<file path="src/rtl/ser_pkg.sv">
package ser_pkg;
  localparam int unsigned CHAR_BITS  = 10;
  localparam int unsigned CHARS_WORD = 2;
  localparam int unsigned WORD_BITS  = CHAR_BITS * CHARS_WORD;
endpackage

</file>
<file path="src/rtl/ser_word_timer.sv">
module ser_word_timer #(
  parameter int unsigned WORD_W = 20
) (
  input  logic clk,
  input  logic rst_n,
  output logic load_o
);
  localparam int unsigned CW = (WORD_W > 1) ? $clog2(WORD_W) : 1;
  localparam logic [CW-1:0] LAST_PHASE = CW'(WORD_W - 1);

  logic [CW-1:0] phase_q, phase_d;
  logic          armed_q, armed_d;

  always_comb begin
    armed_d = 1'b1;
    phase_d = phase_q;
    if (armed_q) begin
      if (phase_q == LAST_PHASE) phase_d = '0;
      else                       phase_d = phase_q + 1'b1;
    end
  end

  always_ff @(posedge clk or negedge rst_n) begin
    if (!rst_n) begin
      phase_q <= '0;
      armed_q <= 1'b0;
    end else begin
      phase_q <= phase_d;
      armed_q <= armed_d;
    end
  end

  assign load_o = armed_q && (phase_q == '0);


  load_single_chk: assert property (@(posedge clk) disable iff (!rst_n)
    load_o |=> !load_o);

  load_period_chk: assert property (@(posedge clk) disable iff (!rst_n)
    (armed_q && phase_q == LAST_PHASE) |=> load_o);
endmodule

</file>
<file path="src/rtl/ser_shift_reg.sv">
module ser_shift_reg #(
  parameter int unsigned WORD_W = 20
) (
  input  logic              clk,
  input  logic              rst_n,
  input  logic              load_i,
  input  logic [WORD_W-1:0] word_i,
  output logic              ser_o,
  output logic              primed_o
);
  logic [WORD_W-1:0] sr_q, sr_d;
  logic              primed_q, primed_d;

  always_comb begin
    primed_d = primed_q | load_i;
    if (load_i) sr_d = word_i;
    else        sr_d = {1'b0, sr_q[WORD_W-1:1]};
  end

  always_ff @(posedge clk or negedge rst_n) begin
    if (!rst_n) begin
      sr_q     <= '0;
      primed_q <= 1'b0;
    end else begin
      sr_q     <= sr_d;
      primed_q <= primed_d;
    end
  end

  assign ser_o    = sr_q[0];
  assign primed_o = primed_q;


  load_capture_chk: assert property (@(posedge clk) disable iff (!rst_n)
    load_i |=> (sr_q == $past(word_i)));

  shift_step_chk: assert property (@(posedge clk) disable iff (!rst_n)
    (primed_q && !load_i) |=> (sr_q[WORD_W-2:0] == $past(sr_q[WORD_W-1:1])));
endmodule

</file>
<file path="src/rtl/ser_line_mux.sv">
module ser_line_mux (
  input  logic clk,
  input  logic rst_n,
  input  logic wrap_i,
  input  logic primed_i,
  input  logic ser_i,
  input  logic line_rx_i,
  output logic line_p_o,
  output logic line_n_o,
  output logic rx_o
);
  logic tx_bit;

  always_comb begin
    tx_bit   = primed_i ? ser_i : 1'b1;
    line_p_o = wrap_i | tx_bit;
    line_n_o = ~line_p_o;
    rx_o     = wrap_i ? tx_bit : line_rx_i;
  end


  wrap_idle_chk: assert property (@(posedge clk) disable iff (!rst_n)
    wrap_i |-> (line_p_o && !line_n_o));

  loop_route_chk: assert property (@(posedge clk) disable iff (!rst_n)
    (wrap_i && primed_i) |-> (rx_o == ser_i));

  line_data_chk: assert property (@(posedge clk) disable iff (!rst_n)
    (!wrap_i && primed_i) |-> (line_p_o == ser_i && line_n_o == !ser_i));
endmodule

</file>
<file path="src/rtl/ser_wrap_tx.sv">
module ser_wrap_tx #(
  parameter int unsigned WORD_W = ser_pkg::WORD_BITS
) (
  input  logic              clk,
  input  logic              rst_n,
  input  logic [WORD_W-1:0] word_in,
  input  logic              wrap_en,
  input  logic              line_rx_in,
  output logic              word_load,
  output logic              line_p,
  output logic              line_n,
  output logic              rx_bit
);
  logic [1:0] rst_sync_q;
  logic       core_rst_n;
  logic       ser_bit;
  logic       primed;

  always_ff @(posedge clk or negedge rst_n) begin
    if (!rst_n) rst_sync_q <= 2'b00;
    else        rst_sync_q <= {rst_sync_q[0], 1'b1};
  end
  assign core_rst_n = rst_sync_q[1];

  ser_word_timer #(.WORD_W(WORD_W)) u_timer (
    .clk    (clk),
    .rst_n  (core_rst_n),
    .load_o (word_load)
  );

  ser_shift_reg #(.WORD_W(WORD_W)) u_shift (
    .clk      (clk),
    .rst_n    (core_rst_n),
    .load_i   (word_load),
    .word_i   (word_in),
    .ser_o    (ser_bit),
    .primed_o (primed)
  );

  ser_line_mux u_mux (
    .clk       (clk),
    .rst_n     (core_rst_n),
    .wrap_i    (wrap_en),
    .primed_i  (primed),
    .ser_i     (ser_bit),
    .line_rx_i (line_rx_in),
    .line_p_o  (line_p),
    .line_n_o  (line_n),
    .rx_o      (rx_bit)
  );


  idle_before_load_chk: assert property (@(posedge clk) disable iff (!core_rst_n)
    !primed |-> (line_p && !line_n));
endmodule

</file>
<file path="config.mk">
export PLATFORM = sky130hd
export DESIGN_NAME = ser_wrap_tx
export DESIGN_NICKNAME = d
export VERILOG_FILES = /design/src/rtl/ser_pkg.sv /design/src/rtl/ser_word_timer.sv /design/src/rtl/ser_shift_reg.sv /design/src/rtl/ser_line_mux.sv /design/src/rtl/ser_wrap_tx.sv
export SDC_FILE = /design/constraint.sdc
export NUM_CORES = 1
export LEC_CHECK = 0
export ABC_AREA = 1
export BUFFER_PORTS_ARGS = -buffer_cell sky130_fd_sc_hd__clkbuf_2
export CAP_MARGIN = 20
export CORE_MARGIN = 2
export CORE_UTILIZATION = 55
export CTS_CLUSTER_SIZE = 16
export DETAILED_ROUTE_END_ITERATION = 8
export PLACE_DENSITY_LB_ADDON = 0.25
export SETUP_SLACK_MARGIN = 0.5
export SYNTH_ARGS = -nofsm -noshare
export SYNTH_HDL_FRONTEND = slang
export SYNTH_HIERARCHICAL = 1
export SYNTH_SLANG_ARGS = --single-unit
</file>
<file path="constraint.sdc">
create_clock -name clk -period 1.8 [get_ports clk]
set_clock_uncertainty 0.1 [all_clocks]
set_input_delay 0.09 -clock clk [delete_from_list [all_inputs] [get_ports clk]]
set_output_delay 0.09 -clock clk [all_outputs]
set_load 0.005 [all_outputs]
</file>
==> impl_metrics.tcl <==
set metrics [dict create \
    grtUsageMet2 0.467 \
    max_stage_delay_ps 400 \
    htree_levels 2 \
    rsz0062_at_grt "yes" \
    grt_max_degree 28 \
    powerDensity_nw_per_um2 1190 \
    syn_area_per_cell_um2 8.70 \
    cts.sinks 29 \
    io_pins 28 \
    postRouteAntennaNets 0 \
    clk_latency_ps 330 \
    initial_utilization 0.593 \
    dp_hpwl_um 1590 \
    ir_worst_vdd_uv 1090 \
    setup-tns-final_ps 0 \
    die_w_um 50.2 \
    io_buffers 27 \
    grt_pass1_vias 1138 \
    viasPerCell 4.96 \
    vias 1145 \
    clk_pin_slew_ps 100 \
    crit_path_top_delay_cell "dfrtp_1" \
    finalHoldViolCount 0 \
    clockBufferDepth 2 \
    cts-root-buf "clkbuf_4" \
    syn_area_um2 1170 \
    worstPathArrival_ps 1350 \
    track_usage 0.268 \
    total_power_mw 2.21 \
    grt_util_met3 0.101 \
    crit_chain "inv_2, ha_4, nand2_4, nor3_4, buf_6, buf_6" \
    p_leak_nw 1.03 \
    status "finished clean" \
    synth_seq_area_share 0.618 \
    core_um2 1980 \
    cts_tree "built" \
    place_congestion 0.793 \
    grt_overflow 0 \
    synth_nets 161 \
    ff2ff_path_depth 9 \
    end_kind "output pin" \
    use_met1 0.248 \
    period_minus_slack_ps 1540 \
    drv_slew 0 \
    finalSetupViolations 0 \
    netlist-cell-type-count 16 \
    fill_cells 57 \
    synth_cells 135 \
    route.detailed.drc 0 \
    wl_per_cell_um 14.8 \
    hold_class "reg -> async" \
    rows 16 \
    drv_cap 0 \
    path_max_fanout 2 \
    finalCritPeriodShare 0.856 \
    die_h_um 50.2 \
    drt-initial-drc-count 44 \
    ys_ff_latch 29 \
    nets 230 \
    numCtsBuffers 5 \
    areaGrowthSynthToFinish_pct 57.6 \
    drive_above_1_share 0.368 \
    crit_type "reg -> out" \
    cp_top_family "flip-flops" \
    firstDrtPassIters 4 \
    cp.depth 6 \
    crit_required_ps 1610 \
    final_core_util 0.934 \
    antenna_cells 0 \
    fmax_mhz 649 \
    worst_path_most_repeated_cell "buf_6" \
    start_kind "register" \
    yosys_warnings 6 \
    hold_slack_ps 124 \
    routed_wl_um 3420 \
    die_area_um2 2520 \
    grt_pass1_wl_um 4710 \
    worstPathBufferInverterCount 3 \
    antenna_found_initial 0 \
    grt_busiest_layer "met2" \
]
-- report_power, final --
group          switching (mW)  leakage [nW]  internal (mW)
clock network           0.215        0.0314          0.184
registers               0.134         0.368          0.868
logic                   0.424         0.629          0.386
total                   0.773          1.03           1.44
-- per-layer routing --
metal,up-vias,share of wire
met5,-,0
met1,530,0.36
met4,0,0.036
met3,18,0.066
met2,62,0.54
li1,535,-
-- final timing paths --
| path | from | end | slack [ps] |
|---|---|---|---|
| worst max-delay path | u_timer/phase_q[0]$_DFFE_PN0P_ | word_load | 260 |
| worst min-delay path | rst_sync_q[1]$_DFF_PN0_ | u_shift/sr_q[8]$_DFF_PN0_ | 120 |
| worst max register to register | u_timer/phase_q[0]$_DFFE_PN0P_ | u_shift/sr_q[9]$_DFF_PN0_ | 260 |
| worst min register to register | rst_sync_q[1]$_DFF_PN0_ | u_shift/sr_q[8]$_DFF_PN0_ | 120 |
| max in group asynchronous | rst_n | rst_sync_q[1]$_DFF_PN0_ | 920 |
| min in group clk | rst_sync_q[0]$_DFF_PN0_ | rst_sync_q[1]$_DFF_PN0_ | 260 |
-- layout by cell type (no fill, tap or decap) --
cell type | synthesis | layout
ha_4 | 0 | 2
nand2_1 | 74 | 65
dfrtp_2 | 0 | 2
buf_6 | 0 | 5
xor2_1 | 1 | 1
buf_4 | 1 | 11
nand2_4 | 0 | 3
inv_8 | 0 | 1
xnor2_2 | 0 | 1
dlygate4sd3_1 | 0 | 22
conb_1 | 2 | 2
clkbuf_1 | 0 | 1
or2_4 | 0 | 1
inv_1 | 9 | 5
inv_2 | 1 | 4
clkbuf_8 | 0 | 1
clkbuf_4 | 0 | 5
nor2_1 | 4 | 3
buf_8 | 0 | 1
nor2_4 | 0 | 1
clkbuf_2 | 0 | 26
nor2_2 | 2 | 2
nand3_1 | 3 | 3
dfrtp_1 | 29 | 27
nor3_4 | 0 | 1
nand2_2 | 2 | 8
-- per-stage QoR --
stage	std cells	area [um^2]	worst slack (ps)
final	231	1850	260
after global routing	231	1850	185
after CTS	224	1700	198
after detailed placement	189	1360	288
after global placement	189	1360	362
after floorplan	135	1190	391
-- synth_stat cells --
cell type  instances  area, um^2
buf_2              2        10.0
buf_4              1        7.51
conb_1             2        7.51
dfrtp_1           29         726
ha_1               2        25.0
inv_1              9        33.8
inv_2              1        3.75
nand2_1           74         278
nand2_2            2        12.5
nand3_1            3        15.0
nor2_1             4        15.0
nor2_2             2        12.5
nor3_1             1        5.00
or2_2              1        6.26
xnor2_1            1        8.76
xor2_1             1        8.76
-- state kept, by name (all words and copies together) (netlist names) --
| register | count |
|---|---|
| rst_sync_q | 2 |
| u_shift/primed_o | 1 |
| u_shift/sr_q | 20 |
| u_timer/armed_q | 1 |
| u_timer/phase_q | 5 |
-- kinds of logic after synthesis --
family / count (synthesis) / synth area share
simple gates: 87 / 0.293
fa+ha+maj: 2 / 0.0213
buf+inv: 13 / 0.0469
xor+xnor: 2 / 0.0149
flops: 29 / 0.618
other cells: 2 / 0.00639
-- final cells by class --
class | count | area, um^2 | area share
sequential | 29 | 728 | 0.393
multi-input combinational | 93 | 485 | 0.262
inverter | 10 | 45.0 | 0.0243
clock buffer | 7 | 55.1 | 0.0297
tap | 27 | 33.8 | 0.0182
timing repair buffer | 65 | 504 | 0.272
-- repair_timing --
action / CTS / global route
setup endpoints to repair: 22 / 27
endpoints found under the hold margin: 22 / 0
hold buffers: 22 / 0
gates cloned: 0 / 1
buffers inserted: 6 / 6
pin swaps: 3 / 6
gates resized for setup: 8 / 29
(Power assumes the default switching activity.)
